<file path="config.mk">
export PLATFORM = sky130hd
export DESIGN_NAME = a429_tx_fifo
export DESIGN_NICKNAME = d
export VERILOG_FILES = /design/src/rtl/a429_tx_pkg.sv /design/src/rtl/a429_tx_store.sv /design/src/rtl/a429_tx_serial.sv /design/src/rtl/a429_tx_fifo.sv
export SDC_FILE = /design/constraint.sdc
export NUM_CORES = 1
export LEC_CHECK = 0
export ABC_CLOCK_PERIOD_IN_PS = 4800
export CAP_MARGIN = 20
export CORE_ASPECT_RATIO = 1.4
export CORE_MARGIN = 1.5
export CORE_UTILIZATION = 42
export CTS_CLUSTER_SIZE = 30
export DETAILED_ROUTE_END_ITERATION = 10
export PLACE_DENSITY_LB_ADDON = 0.25
export SYNTH_ARGS = -nofsm -noshare
export SYNTH_HDL_FRONTEND = slang
export SYNTH_SLANG_ARGS = --single-unit
</file>
<file path="constraint.sdc">
create_clock -name clk -period 4.8 [get_ports clk]
set_input_delay 0.96 -clock clk [delete_from_list [all_inputs] [get_ports clk]]
set_output_delay 0.96 -clock clk [all_outputs]
set_load 0.02 [all_outputs]
</file>
<file path="src/rtl/a429_tx_pkg.sv">
package a429_tx_pkg;

    localparam int HALF_W = 16;
    localparam int WORD_W = 2 * HALF_W;

    typedef enum logic [1:0] {
        SER_IDLE,
        SER_BITS,
        SER_GAP
    } ser_state_e;

    typedef struct packed {
        logic [HALF_W-1:0] hi;
        logic [HALF_W-1:0] lo;
    } tx_word_t;

    // Builds the word as it goes on the line: parity replaces the top bit
    // of the selected length, and bits above a short word are cleared.
    function automatic logic [WORD_W-1:0] frame_word(tx_word_t w, logic len25, logic even);
        logic [WORD_W-1:0] d;
        logic              p;
        d = {w.hi, w.lo};
        if (len25) begin
            p       = ^d[23:0];
            d[31:24] = '0;
            d[24]   = even ? p : ~p;
        end else begin
            p     = ^d[30:0];
            d[31] = even ? p : ~p;
        end
        return d;
    endfunction

endpackage

</file>
<file path="src/rtl/a429_tx_store.sv">
module a429_tx_store
    import a429_tx_pkg::*;
#(
    parameter int DEPTH = 8,
    localparam int AW = $clog2(DEPTH),
    localparam int CW = $clog2(DEPTH + 1)
) (
    input  logic              clk,
    input  logic              rst,
    input  logic              wr_lo,
    input  logic              wr_hi,
    input  logic [HALF_W-1:0] wr_data,
    input  logic              pop,
    input  logic              set_done,
    output tx_word_t          head,
    output logic              empty,
    output logic [CW-1:0]     fill,
    output logic              err
);

    tx_word_t          mem [DEPTH];
    logic [HALF_W-1:0] stage_lo;
    logic [AW-1:0]     rd_ptr, wr_ptr;
    logic              in_set, locked;
    logic              full, lo_ok, push, bad_wr;

    assign full   = (fill == CW'(DEPTH));
    assign empty  = (fill == '0);
    assign lo_ok  = wr_lo & ~locked;
    assign push   = wr_hi & ~locked & ~full;
    assign bad_wr = ((wr_lo | wr_hi) & locked) | (wr_hi & ~locked & full);
    assign head   = mem[rd_ptr];

    function automatic logic [AW-1:0] ptr_next(logic [AW-1:0] p);
        return (p == AW'(DEPTH - 1)) ? '0 : p + 1'b1;
    endfunction

    always_ff @(posedge clk) begin
        if (push) begin
            mem[wr_ptr] <= '{hi: wr_data, lo: stage_lo};
        end
    end

    always_ff @(posedge clk) begin
        if (rst) begin
            stage_lo <= '0;
            rd_ptr   <= '0;
            wr_ptr   <= '0;
            fill     <= '0;
            in_set   <= 1'b0;
            locked   <= 1'b0;
            err      <= 1'b0;
        end else begin
            if (lo_ok) stage_lo <= wr_data;
            if (push)  wr_ptr   <= ptr_next(wr_ptr);
            if (pop)   rd_ptr   <= ptr_next(rd_ptr);
            case ({push, pop})
                2'b10:   fill <= fill + 1'b1;
                2'b01:   fill <= fill - 1'b1;
                default: fill <= fill;
            endcase
            if (bad_wr) err <= 1'b1;
            // The first pop opens a set; any later pop in it closes the queue.
            if (set_done) begin
                in_set <= 1'b0;
                locked <= 1'b0;
            end else if (pop) begin
                in_set <= 1'b1;
                if (in_set) locked <= 1'b1;
            end
        end
    end

endmodule

</file>
<file path="src/rtl/a429_tx_serial.sv">
module a429_tx_serial
    import a429_tx_pkg::*;
#(
    parameter int HALF_BIT_CYC = 2,
    parameter int GAP_BITS     = 4,
    localparam int BIT_CYC = 2 * HALF_BIT_CYC,
    localparam int GAP_CYC = GAP_BITS * BIT_CYC,
    localparam int PH_W    = $clog2(BIT_CYC),
    localparam int GC_W    = $clog2(GAP_CYC)
) (
    input  logic     clk,
    input  logic     rst,
    input  logic     cfg_len25,
    input  logic     cfg_even,
    input  logic     tx_en,
    input  tx_word_t head,
    input  logic     empty,
    output logic     pop,
    output logic     idle,
    output logic     line_a,
    output logic     line_b
);

    ser_state_e        state;
    logic [WORD_W-1:0] shreg;
    logic [4:0]        bit_idx, last_idx;
    logic [PH_W-1:0]   phase;
    logic [GC_W-1:0]   gap_cnt;
    logic              active;

    assign idle   = (state == SER_IDLE);
    assign pop    = idle & tx_en & ~empty;
    assign active = (state == SER_BITS) && (phase < PH_W'(HALF_BIT_CYC));
    assign line_a = active & shreg[0];
    assign line_b = active & ~shreg[0];

    always_ff @(posedge clk) begin
        if (rst) begin
            state    <= SER_IDLE;
            shreg    <= '0;
            bit_idx  <= '0;
            last_idx <= '0;
            phase    <= '0;
            gap_cnt  <= '0;
        end else begin
            unique case (state)
                SER_IDLE: begin
                    if (pop) begin
                        shreg    <= frame_word(head, cfg_len25, cfg_even);
                        last_idx <= cfg_len25 ? 5'd24 : 5'd31;
                        bit_idx  <= '0;
                        phase    <= '0;
                        state    <= SER_BITS;
                    end
                end
                SER_BITS: begin
                    if (phase == PH_W'(BIT_CYC - 1)) begin
                        phase <= '0;
                        if (bit_idx == last_idx) begin
                            gap_cnt <= '0;
                            state   <= SER_GAP;
                        end else begin
                            bit_idx <= bit_idx + 1'b1;
                            shreg   <= shreg >> 1;
                        end
                    end else begin
                        phase <= phase + 1'b1;
                    end
                end
                SER_GAP: begin
                    if (gap_cnt == GC_W'(GAP_CYC - 1)) begin
                        state <= SER_IDLE;
                    end else begin
                        gap_cnt <= gap_cnt + 1'b1;
                    end
                end
                default: state <= SER_IDLE;
            endcase
        end
    end

endmodule

</file>
<file path="src/rtl/a429_tx_fifo.sv">
module a429_tx_fifo
    import a429_tx_pkg::*;
#(
    parameter int FIFO_DEPTH   = 8,
    parameter int HALF_BIT_CYC = 2,
    parameter int GAP_BITS     = 4,
    localparam int CW = $clog2(FIFO_DEPTH + 1)
) (
    input  logic              clk,
    input  logic              rst,
    input  logic              cfg_len25,
    input  logic              cfg_even,
    input  logic              tx_en,
    input  logic              wr_lo,
    input  logic              wr_hi,
    input  logic [HALF_W-1:0] wr_data,
    output logic              line_a,
    output logic              line_b,
    output logic              tx_ready,
    output logic              wr_err
);

    tx_word_t      head;
    logic          empty, pop, idle;
    logic [CW-1:0] fill_cnt;

    assign tx_ready = idle & empty;

    a429_tx_store #(.DEPTH(FIFO_DEPTH)) u_store (
        .clk      (clk),
        .rst      (rst),
        .wr_lo    (wr_lo),
        .wr_hi    (wr_hi),
        .wr_data  (wr_data),
        .pop      (pop),
        .set_done (tx_ready),
        .head     (head),
        .empty    (empty),
        .fill     (fill_cnt),
        .err      (wr_err)
    );

    a429_tx_serial #(.HALF_BIT_CYC(HALF_BIT_CYC), .GAP_BITS(GAP_BITS)) u_serial (
        .clk       (clk),
        .rst       (rst),
        .cfg_len25 (cfg_len25),
        .cfg_even  (cfg_even),
        .tx_en     (tx_en),
        .head      (head),
        .empty     (empty),
        .pop       (pop),
        .idle      (idle),
        .line_a    (line_a),
        .line_b    (line_b)
    );

endmodule

</file>
# Word level (Yosys, flattened, before mapping)
# Memory sizes are Yosys's and may differ from the RTL's. A register that Yosys moved wholly into a read port is not among the register bits.
# Cells that the tools add are included.
# word_totals
ff_bits	79
word_cells	103
memories	1
ram_bits	256
input_bits	23
output_inout_bits	4
# mem_list
memory	depth	width	read_ports	rd_ports_with_merged_regs	wr	line_no	source
u_store.mem	8	32	1	1	1	a429_tx_store.sv:21	tx_word_t mem [DEPTH];
# classes
bitwise_logic	18
muxes	32
reduce_logical	15
n_lt_le_gt_ge	1
eq_ne	16
addsub	7
# op_table
cell	n
two-way mux 32 bit	3
one-hot mux 32 bit (2 select lines)	1
parity 31 bit	1
parity 24 bit	1
one-hot mux 4 bit (2 select lines)	2
two-way mux 3 bit	5
two-way mux 5 bit	3
two-way mux 2 bit	6
two-way mux 4 bit	3
AND reduction 4 bit	3
bitwise AND 1 bit	10
one-hot mux 5 bit (2 select lines)	1
adder 4 x 1 -> 4 bit (second input constant)	2
equality test 4 bit (second input constant)	2
!= test 2 bit (second input constant)	4
two-way mux 7 bit	1
adder 3 x 1 -> 3 bit (second input constant)	2
equality test 2 bit (second input constant)	3
equality test 3 bit (second input constant)	2
NOT 1 bit	6
one-hot mux 2 bit (3 select lines)	1
AND reduction 2 bit	3
nonzero test 2 bit	3
adder 5 x 1 -> 5 bit (second input constant)	1
13 further kinds	20

# Longest topological paths before layout
# Gate-level depths: netlist of run 1.
# logic_depth
ltp_word	6
ltp_mapped	13
ltp_nobuf	11

# By module
# From an unflattened synthesis of run 1, not the netlist that was laid out.
# hier_totals
hier_cells	812
hier_area_um2	13709.4
# modules_own_cells
mod	seq_area_each_um2	area_per_inst_um2	n_inst	cells_each
a429_tx_store	8328.0	11120.7	1	527
a429_tx_serial	940.9	2582.5	1	284
a429_tx_fifo	0.0	6.3	1	1

# Least setup slack after synthesis of run 1
# No wires, ideal clock.
# synth_path
path_type	input -> register
startpoint	input wr_hi
endpoint	memory u_store.mem[0][0] (netlist bit) (enable)
t_arrival_ns	4.227
required_time_ns	4.303
path_stages	3
n_path_buf	1
slack_ns	0.076
setup_time_ns	0.497
path_cell_list	nand3b_1 > clkbuf_1 > nor4_1
# synth_between
elab_chain_cells	4
# synth_lines
element	line_no	source
from (decl)	a429_tx_fifo.sv:15	input logic wr_hi,
bitwise AND 1 bit (2 in series)	a429_tx_store.sv:30	assign push = wr_hi & ~locked & ~full;
two-way mux 1 bit	a429_tx_store.sv:39	if (push) begin
two-way mux 1 bit (not written as such)	a429_tx_store.sv:40	mem[wr_ptr] <= '{hi: wr_data, lo: stage_lo};
to (decl)	a429_tx_store.sv:21	
# No other way between the ends.

==> summary.md, run 1 <==
| Metric | Value |
|---|---|
| Initial Util | `42.6%` |
| Syn-to-layout area delta | `12.3%` |
| Die ar. | `32300 um2` |
| Worst path slowest cell | `dfxtp_4` |
| Yosys reg bits | `327` |
| Cell Int Power | `5.86 mW` |
| Routed len/inst | `20.8 um` |
| Critical Path AT | `4280 ps` |
| Avg Synthesized Cell Area | `15.4 um2` |
| Crit path max fanout | `44` |
| Vias in the first global route | `7194` |
| Critical Path Start Type | `flop` |
| Slew margin rel. | `24.9%` |
| PwrDens | `566 nW/um2` |
| Worst setup path category | `reg2reg` |
| DR pass1 iterations | `4` |
| Worst R2R End | `u_serial.shreg[31]` |
| Setup_tns | `0 ps` |
| WP data required | `5280 ps` |
| Pin count of the biggest net entering global routing | `50` |
| Filler cells | `2647` |
| Hold endpoint | `u_serial.shreg[1]` |
| Max cap viols | `0` |
| Metal2 WL | `14.3 mm` |
| TritonCTS buffer count | `30` |
| Rows | `76` |
| Net Switching | `2.48 mW` |
| FMAX | `263 MHz` |
| IO buf count | `26` |
| Met1 WL | `11.2 mm` |
| Synth Net Count | `888` |
| Post-placement setup slack | `899 ps` |
| Final Slew Violations | `0` |
| Max Used Layer | `met4` |
| GR Overflow Total | `0` |
| # DRC | `0` |
| VDD IR max | `0.420 mV` |
| Core area | `30800 um2` |
| Die width | `152 um` |
| Sequential share of power | `42.7%` |
| CTS max path bufs | `3` |
| Vias per inst | `5.40` |
| Hold Path Cell Cnt | `2` |
| CTS H-Tree Depth | `1` |
| Share of the synthesized area in the top cell type | `56.7%` |
| Met3 wire len | `858 um` |
| Tcrit/Tclk final | `79.1%` |
| First-pass GRT wire length | `41.6 mm` |
| Worst Setup End Kind | `flop` |
| Io pins | `27` |
| CTS tree | `done` |
| FFs w/ async S/R, synth | `0%` |
| CTS Root Cell | `clkbuf_16` |
| Final Power | `8.34 mW` |
| Synth Instances | `854` |
| Final Critical Period | `3800 ps` |
| CTS sink count | `327` |
| Skew-Pair Late Insertion Delay | `580 ps` |
| Initial antenna violation count | `0` |
| Netlist cell types | `48` |
| Critical Path, Cell by Cell | `nor2b_2, a22oi_1, o21a_1, xnor2_1, xnor2_1, xnor3_1, xnor3_2, xnor2_1, o41ai_2` |
| Register area share after synthesis | `68.8%` |
| Gr usage total | `16.9%` |
| Warnings, synthesis | `0` |
| Final nets | `914` |
| Post-CTS sizing | `0` |
| DP HPWL | `16.0 mm` |
| Initial drt markers | `433` |
| Worst hold margin | `455 ps` |
| Routed WL | `26.9 mm` |
| Final setup margin | `1000 ps` |
| Largest area contributor in the netlist | `edfxtp_1` |
| Synthesized area | `13100 um2` |
| Switch share | `29.7%` |
| Min-delay worst type | `reg2reg` |
| Reg clk slew, reported paths | `70 ps` |
| Most used DFF post-synth | `edfxtp_1` |
| Hold_sp | `u_serial.shreg[1]` |
| Most used cell, CP | `xnor2_1` |
| Hold Vio Cnt, Final | `0` |
| Dominant cells by area after synthesis | `edfxtp_1 57%, dfxtp_1 12%, mux4_2 5.7%` |
| CTS Hold Bufs | `0` |
| DIE HEIGHT | `212 um` |
| Comb pwr share | `29.4%` |
| Via count | `6983` |
| Number of flops mapped to enable cells by yosys | `248` |
| R2r setup slk | `1000 ps` |
| RSZ-0062 raised after global routing | `false` |
| Setup Viol. Count Final | `0` |
| Placer Congestion | `0.762` |
| Static Leak | `4.86 nW` |
| Clock skew | `31.6 ps` |
| ANT nets after route | `0` |
| Layout cell share with drive strength beyond 1 | `13.2%` |
| Post-CTS setup buffer count | `0` |
| Worst R2R Path Depth | `9` |
| Slowest Stage Delay on Critical Path | `930 ps` |
| Clock power frac | `27.9%` |
| N_diodes | `0` |
| Worst-Margin Slew | `1130 ps` |
| Status | `finished, final reports clean` |
## power by group through the flow
stage	combinational (mW)	clock [mW]	sequential, mW
global placement	2.44	0	3.61
CTS	2.49	2.39	3.56
floorplan	2.10	0	3.48
detailed placement	2.48	0	3.62
finish	2.45	2.33	3.56
global route	2.70	2.47	3.60
## critical path: cells and delay by family (launching register included)
family / cells / cell delay (ps)
and+or+nand+nor: 1 / 800
xor gates and xnor gates: 5 / 1340
AOI/OAI and AO/OA: 3 / 630
DFF: 1 / 930
## registers in the layout, summed over array words and instances, names as in the netlist, named ones only
signal,count
u_store.mem,248
u_store.wr_ptr,3
u_store.err,1
u_store.in_set,1
u_serial.shreg,32
u_store.rd_ptr,3
u_serial.state,2
u_store.stage_lo,16
u_store.fill,4
u_serial.last_idx,2
u_serial.gap_cnt,4
u_serial.bit_idx,5
u_serial.phase,2
u_store.locked,1
## how the worst max path moves through the flow
| stage | endpoint | slack [ps] | cells after the start |
|---|---|---|---|
| floorplan | u_store.mem[0][0] | 80 | 3 |
| detailed placement | u_serial.shreg[31] | 900 | 10 |
| CTS | u_serial.shreg[31] | 920 | 10 |
| global placement | u_serial.shreg[31] | 970 | 10 |
| global route | u_serial.shreg[31] | 720 | 10 |
| finish | u_serial.shreg[31] | 1000 | 9 |
## cells in the mapped netlist (2+ instances only)
library cell	instances
clkbuf_1	26
xnor2_1	22
a211oi_1	7
nand4_1	4
nand3b_1	2
nand2_1	96
nor3_1	23
xor2_1	11
nand3_1	5
a21oi_1	42
nor2_1	57
o21ai_0	2
o21a_1	20
nor2b_1	3
edfxtp_1	248
dfxtp_1	79
buf_1	3
mux4_2	33
or3_1	3
mux4_1	9
buf_12	2
buf_6	9
buf_4	3
nand2b_1	4
inv_1	7
ha_1	10
a31oi_1	2
a311oi_1	21
xnor2_2	2
buf_8	2
buf_2	6
a22oi_1	20
o211ai_1	4
mux2i_1	52
nor3b_1	2
## metrics by stage
stage / instance area (um2) / utilization (%) / cells
after floorplan: 13100 / - / 854
after global placement: 13800 / 44.6 / 1238
after detailed placement: 13800 / 44.6 / 1238
after CTS: 14700 / 47.8 / 1293
after global routing: 14700 / 47.8 / 1293
final: 14700 / 47.8 / 1293
## cell usage in the layout (no fill, tap or decap), types with 4 or more instances in the layout
cell             instances
clkbuf_16               30
buf_4                   18
clkbuf_1                 9
dfxtp_1                 77
nand4_1                  4
a311oi_1                21
a211oi_1                 7
nand2_1                 96
xor2_1                  11
clkdlybuf4s50_1         25
clkbuf_8                 8
nor3_2                   4
mux4_2                  33
a22oi_1                 20
o21a_1                  19
edfxtp_1               248
xnor2_1                 22
nand3_1                  5
a21oi_1                 42
mux2i_1                 52
inv_1                    7
ha_1                    10
clkinv_2                 4
o211ai_1                 4
nand2b_1                 4
nor3_1                  19
nor2_1                  53
mux4_1                   9
## cells by family after synthesis
kind of cell	share of synthesized area [%]
XOR/XNOR	2.80
flip-flops	68.8
adder cells (fa/ha/maj)	1.11
AO/OA/AOI/OAI	6.56
AND/OR/NAND/NOR	6.58
buffers and inverters	2.74
multiplexers	11.4
## cell type report
type | instances | area [um2] | area share, %
multi-input combinational | 469 | 3790 | 25.8
timing repair buffer | 45 | 410 | 2.79
inverter | 7 | 26.3 | 0.178
clock buffer | 47 | 895 | 6.07
clock inverter | 8 | 83.8 | 0.569
tap | 390 | 488 | 3.31
sequential | 327 | 9040 | 61.3
## layer usage
layer  vias to the layer above  track usage (%)
li1                       3306                -
met1                      3526             20.1
met2                       111             31.9
met3                        40             1.96
met4                         0             5.19
met5                         -                0
(Power assumes the default switching activity.)
==> run 2, diff against run 1 <==
ABC_CLOCK_PERIOD_IN_PS = 3400   (was 4800)
clock period = 3.4 ns   (was 4.8 ns; I/O delays follow)
==> summary.md, run 2 (same netlist as run 1, synthesis figures left out) <==
| Metric | Value |
|---|---|
| Final nets | `931 (+1.9%)` |
| Worst R2R Path Depth | `8 (-1)` |
| Die ar. | `32300 um2 (unchanged)` |
| Placed inst area | `14000 um2 (+1.6%)` |
| Post-placement setup slack | `319 ps (-581 ps)` |
| Commonest non-fill, non-tap cell in the layout | `edfxtp_1` |
| Via count | `7116 (+1.9%)` |
| Initial Util | `42.6% (unchanged)` |
| Initial antenna violation count | `0 (unchanged)` |
| GR Overflow Total | `0 (unchanged)` |
| Top Registers | `u_store.mem x248, u_serial.shreg x32, u_store.stage_lo x16` |
| Worst setup path category | `reg2reg` |
| Vias per inst | `5.42 (+0.43%)` |
| Routed WL | `27.7 mm (+3.0%)` |
| Layout cell share with drive strength beyond 1 | `14.4% (+1.2 points)` |
| Setup Viol. Count Final | `0 (unchanged)` |
| Layout Utilization | `48.9% (+1.1 points)` |
| Final Power | `12.3 mW (+47%)` |
| CTS tree | `done` |
| DIE HEIGHT | `212 um (unchanged)` |
| Critical Path Start Type | `flop` |
| Final setup margin | `295 ps (-710 ps)` |
| CTS sink count | `327 (unchanged)` |
| Number of flip-flops in the largest register | `248 (unchanged)` |
| Clock skew | `14.1 ps (-17.5 ps)` |
| Worst hold margin | `458 ps (+2.58 ps)` |
| VDD IR max | `0.647 mV (+54%)` |
| Initial drt markers | `374 (-14%)` |
| Tcrit/Tclk final | `91.3% (+12 points)` |
| FMAX | `322 MHz (+22%)` |
| Final Critical Period | `3110 ps (-690 ps)` |
| Worst-Margin Slew | `1070 ps (-60.8 ps)` |
| Post-CTS sizing | `0 (unchanged)` |
| Critical Path AT | `3520 ps (-760 ps)` |
| Hold Path Cell Cnt | `2 (unchanged)` |
| Skew-Pair Late Insertion Delay | `510 ps (-70 ps)` |
| DP HPWL | `16.5 mm (+2.9%)` |
| Placed Cells incl. Taps | `1251 (+1.1%)` |
| Static Leak | `5.00 nW (+2.9%)` |
| Hold endpoint | `u_serial.shreg[9]` |
| Final cell count without fillers | `1312 (+1.5%)` |
| CTS Root Cell | `clkbuf_16` |
| Worst Setup End Kind | `flop` |
| Final Slew Violations | `0 (unchanged)` |
| WP data required | `3810 ps (-1470 ps)` |
| Reg clk slew, reported paths | `60 ps (about the same)` |
| Setup_tns | `0 ps (unchanged)` |
| N_diodes | `0 (unchanged)` |
| Pin count of the biggest net entering global routing | `37 (-26%)` |
| Gr usage total | `17.6% (+0.65 points)` |
| IO buf count | `26 (unchanged)` |
| CTS H-Tree Depth | `2 (+1)` |
| Hold_sp | `u_serial.shreg[9]` |
| # DRC | `0 (unchanged)` |
| Placer Congestion | `0.743 (-2.5%)` |
| Largest Register | `u_store.mem` |
| First-pass GRT wire length | `43.0 mm (+3.3%)` |
| RSZ-0062 raised after global routing | `false` |
| PwrDens | `814 nW/um2 (+44%)` |
| Slew margin rel. | `29.0% (+4.1 points)` |
| R2r setup slk | `290 ps (-710 ps)` |
| Final instance area | `15100 um2 (+2.3%)` |
| Routed len/inst | `21.1 um (+1.5%)` |
| Rows | `76 (unchanged)` |
| TritonCTS buffer count | `34 (+13%)` |
| ANT nets after route | `0 (unchanged)` |
| Most frequent cells in the layout | `248 x edfxtp_1, 96 x nand2_1, 77 x dfxtp_1` |
| DR pass1 iterations | `4 (unchanged)` |
| Max cap viols | `0 (unchanged)` |
| CTS Hold Bufs | `0 (unchanged)` |
| Syn-to-layout area delta | `14.8%` |
| Post-CTS setup buffer count | `0 (unchanged)` |
| Min-delay worst type | `reg2reg` |
| Status | `finished, final reports clean` |
| Die width | `152 um (unchanged)` |
| Hold Vio Cnt, Final | `0 (unchanged)` |
| Worst R2R End | `u_serial.shreg[31]` |
| Io pins | `27 (unchanged)` |
| Crit path max fanout | `15 (-66%)` |
| Vias in the first global route | `7350 (+2.2%)` |
| Core area | `30800 um2 (unchanged)` |
| CTS max path bufs | `3 (unchanged)` |
[run 2: cell types whose count changed in the layout (fill, tap and decap cells not counted), sizes merged]
cell,previous run,this run
buf,20,33
clkbuf,47,54
bufinv,1,2
clkinv,6,3
inv,8,9
[run 2: layer usage]
| metal | global-route usage, % | part of all wire (%) |
|---|---|---|
| met1 | 21.2 | 41 |
| met2 | 32.2 | 53 |
| met3 | 2.26 | 3.1 |
| met4 | 6.39 | 3.1 |
| met5 | 0 | 0 |
[run 2: final cells by class]
cell class	instances	area, um2
Multi-Input combinational cell	469	3810
Fill cell	2635	15700
Tap cell	390	488
Timing Repair Buffer	58	621
Inverter	7	26.3
Clock buffer	54	997
Sequential cell	327	9040
Clock inverter	7	92.6
[run 2: worst max-delay path by stage]
stage / to / cells past startpoint / slack [ps]
floorplan: u_store.mem[4][0] / 3 / -230
global placement: u_serial.shreg[31] / 8 / 320
detailed placement: u_serial.shreg[31] / 9 / 320
CTS: u_serial.shreg[31] / 9 / 310
global route: u_serial.shreg[31] / 9 / 130
finish: u_serial.shreg[31] / 8 / 290
[run 2: critical path, cell delays in order, from the launching register on]
cell	delay [ps]
dfxtp_4	530
mux4_1	600
mux2i_1	490
xor2_1	230
xnor2_1	160
xnor3_1	270
xnor3_2	410
xnor2_1	150
o41ai_2	180
[run 2: where the power goes]
group | switching, mW | total, mW | leakage, nW | internal [mW]
Sequential | 0.247 | 4.93 | 2.93 | 4.69
Combinational | 1.89 | 3.70 | 1.54 | 1.81
Clock | 1.46 | 3.63 | 0.533 | 2.17
Total | 3.59 | 12.3 | 5.00 | 8.67
==> run 3, diff against run 2 <==
CELL_PAD_IN_SITES_DETAIL_PLACEMENT = 2   (was not set)
CELL_PAD_IN_SITES_GLOBAL_PLACEMENT = 2   (was not set)
==> summary.md, run 3 (same netlist as run 1, synthesis figures left out) <==
| Metric | Value |
|---|---|
| Slew margin rel. | `54.5% (+26 points)` |
| DR pass1 iterations | `5 (+1)` |
| CTS tree | `done` |
| Worst setup path category | `reg2reg` |
| Filler cells | `2873 (+9.0%)` |
| Status | `finished, final reports clean` |
| Placed Cells incl. Taps | `1250 (-0.080%)` |
| CTS H-Tree Depth | `2 (unchanged)` |
| # DRC | `0 (unchanged)` |
| Skew-Pair Late Insertion Delay | `540 ps (+30 ps)` |
| DIE HEIGHT | `212 um (unchanged)` |
| N_diodes | `0 (unchanged)` |
| Initial drt markers | `414 (+11%)` |
| CTS sink count | `327 (unchanged)` |
| Initial Util | `42.6% (unchanged)` |
| Io pins | `27 (unchanged)` |
| Tcrit/Tclk final | `94.7% (+3.4 points)` |
| CTS Root Cell | `clkbuf_16` |
| Hold_sp | `u_serial.shreg[1]` |
| Routed WL | `34.7 mm (+25%)` |
| Max cap viols | `0 (unchanged)` |
| Final Critical Period | `3220 ps (+115 ps)` |
| Layout cell share with drive strength beyond 1 | `14.7% (+0.29 points)` |
| First-pass GRT wire length | `52.5 mm (+22%)` |
| FMAX | `311 MHz (-3.6%)` |
| Clock skew | `18.2 ps (+4.02 ps)` |
| Rows | `76 (unchanged)` |
| Hold Vio Cnt, Final | `0 (unchanged)` |
| DP HPWL | `20.5 mm (+24%)` |
| Core area | `30800 um2 (unchanged)` |
| Max Used Layer | `met4` |
| Setup Viol. Count Final | `0 (unchanged)` |
| Most frequent cells in the layout | `248 x edfxtp_1, 96 x nand2_1, 77 x dfxtp_1` |
| ANT nets after route | `0 (unchanged)` |
| Commonest non-fill, non-tap cell in the layout | `edfxtp_1` |
| RSZ-0062 raised after global routing | `false` |
| IO buf count | `26 (unchanged)` |
| Critical Path AT | `3620 ps (+100 ps)` |
| Worst hold margin | `465 ps (+6.62 ps)` |
| Worst R2R End | `u_serial.shreg[31]` |
| Metal2 WL | `18.6 mm (+27%)` |
| Routed len/inst | `26.4 um (+25%)` |
| Sequential Area | `9040 um2 (unchanged)` |
| Largest Register | `u_store.mem` |
| Met1 WL | `13.7 mm (+21%)` |
| VDD IR max | `0.649 mV (+0.31%)` |
| Gr usage total | `22.0% (+4.4 points)` |
| Top Registers | `u_store.mem x248, u_serial.shreg x32, u_store.stage_lo x16` |
| Crit path max fanout | `15 (unchanged)` |
| Min-delay worst type | `reg2reg` |
| Vias in the first global route | `8482 (+15%)` |
| Die width | `152 um (unchanged)` |
| Final cell count without fillers | `1314 (+0.15%)` |
| Worst R2R Path Depth | `10 (+2)` |
| Placer Congestion | `0.715 (-3.7%)` |
| Worst Setup EP | `u_serial.shreg[31]` |
| Worst-Margin Slew | `680 ps (-386 ps)` |
| Initial antenna violation count | `1 (+1)` |
| Hold Path Cell Cnt | `2 (unchanged)` |
| TritonCTS buffer count | `35 (+2.9%)` |
| WP data required | `3800 ps (about the same)` |
| Die ar. | `32300 um2 (unchanged)` |
| CTS max path bufs | `3 (unchanged)` |
| Syn-to-layout area delta | `14.9% (about the same)` |
| Final Slew Violations | `0 (unchanged)` |
| Vias per inst | `5.71 (+5.4%)` |
| Final nets | `931 (unchanged)` |
| Worst Setup End Kind | `flop` |
| Post-CTS setup buffer count | `0 (unchanged)` |
| Static Leak | `5.01 nW (+0.21%)` |
| Number of flip-flops in the largest register | `248 (unchanged)` |
| Pin count of the biggest net entering global routing | `56 (+51%)` |
| GR Overflow Total | `0 (unchanged)` |
| Reg clk slew, reported paths | `60 ps (about the same)` |
| R2r setup slk | `180 ps (-120 ps)` |
| Area of the multi-input gates | `3800 um2 (-0.13%)` |
| Met3 wire len | `1.14 mm (+32%)` |
| PwrDens | `840 nW/um2 (+3.3%)` |
| Critical Path Start Type | `flop` |
| Via count | `7509 (+5.5%)` |
-- run 3: cell count changes in the layout (fill, tap and decap cells not counted), sizes merged --
cell	delta
clkbuf	-6
clkinvlp	+2
clkinv	+7
buf	-1
-- run 3: what timing repair did --
action,CTS,global route
pin swaps,0,0
hold buffers,0,0
endpoints found under the setup margin,1,1
resized for setup,1,1
-- run 3: critical path, cell delays in order (launching register included) --
cell     delay (ps)
dfxtp_4         430
nor2_1          570
buf_4           370
a22oi_1         120
o21a_1          150
xnor2_1         230
xnor2_1         130
xnor2_1         320
xnor3_2         430
xnor2_1         240
o41ai_2          80
-- run 3: per-layer routing --
layer,global-route usage (%),up-vias
met3,3.20,72
met1,25.4,3928
met2,40.9,166
met5,0,-
met4,8.94,0
li1,-,3343
-- run 3: per-stage QoR --
| stage | TNS (ps) | instance area [um2] | setup WS, ps | total power, mW | utilization (%) |
|---|---|---|---|---|---|
| after floorplan | -21820 | 13100 | -235 | 7.87 | - |
| after global placement | 0 | 13900 | 22.8 | 8.69 | 45.2 |
| after detailed placement | -54.5 | 13900 | -54.5 | 8.93 | 45.2 |
| after CTS | 0 | 15100 | 74.6 | 12.8 | 48.9 |
| after global routing | 0 | 15100 | 80.9 | 13.2 | 49.0 |
| final | 0 | 15100 | 180 | 12.7 | 49.0 |
-- run 3: area by class of cell --
class	instances	share of cell area, %
clock buffer	48	6.54
inverter	7	0.174
timing repair buffer	57	3.92
sequential	327	59.9
tap	390	3.24
multi-input combinational	469	25.2
clock inverter	16	0.995
-- run 3: worst min path at each step --
stage                         end
2_1_floorplan  u_serial.shreg[31]
3_5_place_dp    u_serial.shreg[1]
6_report        u_serial.shreg[1]
4_1_cts         u_serial.shreg[1]
3_3_place_gp    u_serial.shreg[1]
5_1_grt         u_serial.shreg[0]
-- run 3: where the power goes --
group	switching (mW)	internal, mW
logic	2.15	1.79
registers	0.267	4.69
clock network	1.58	2.20
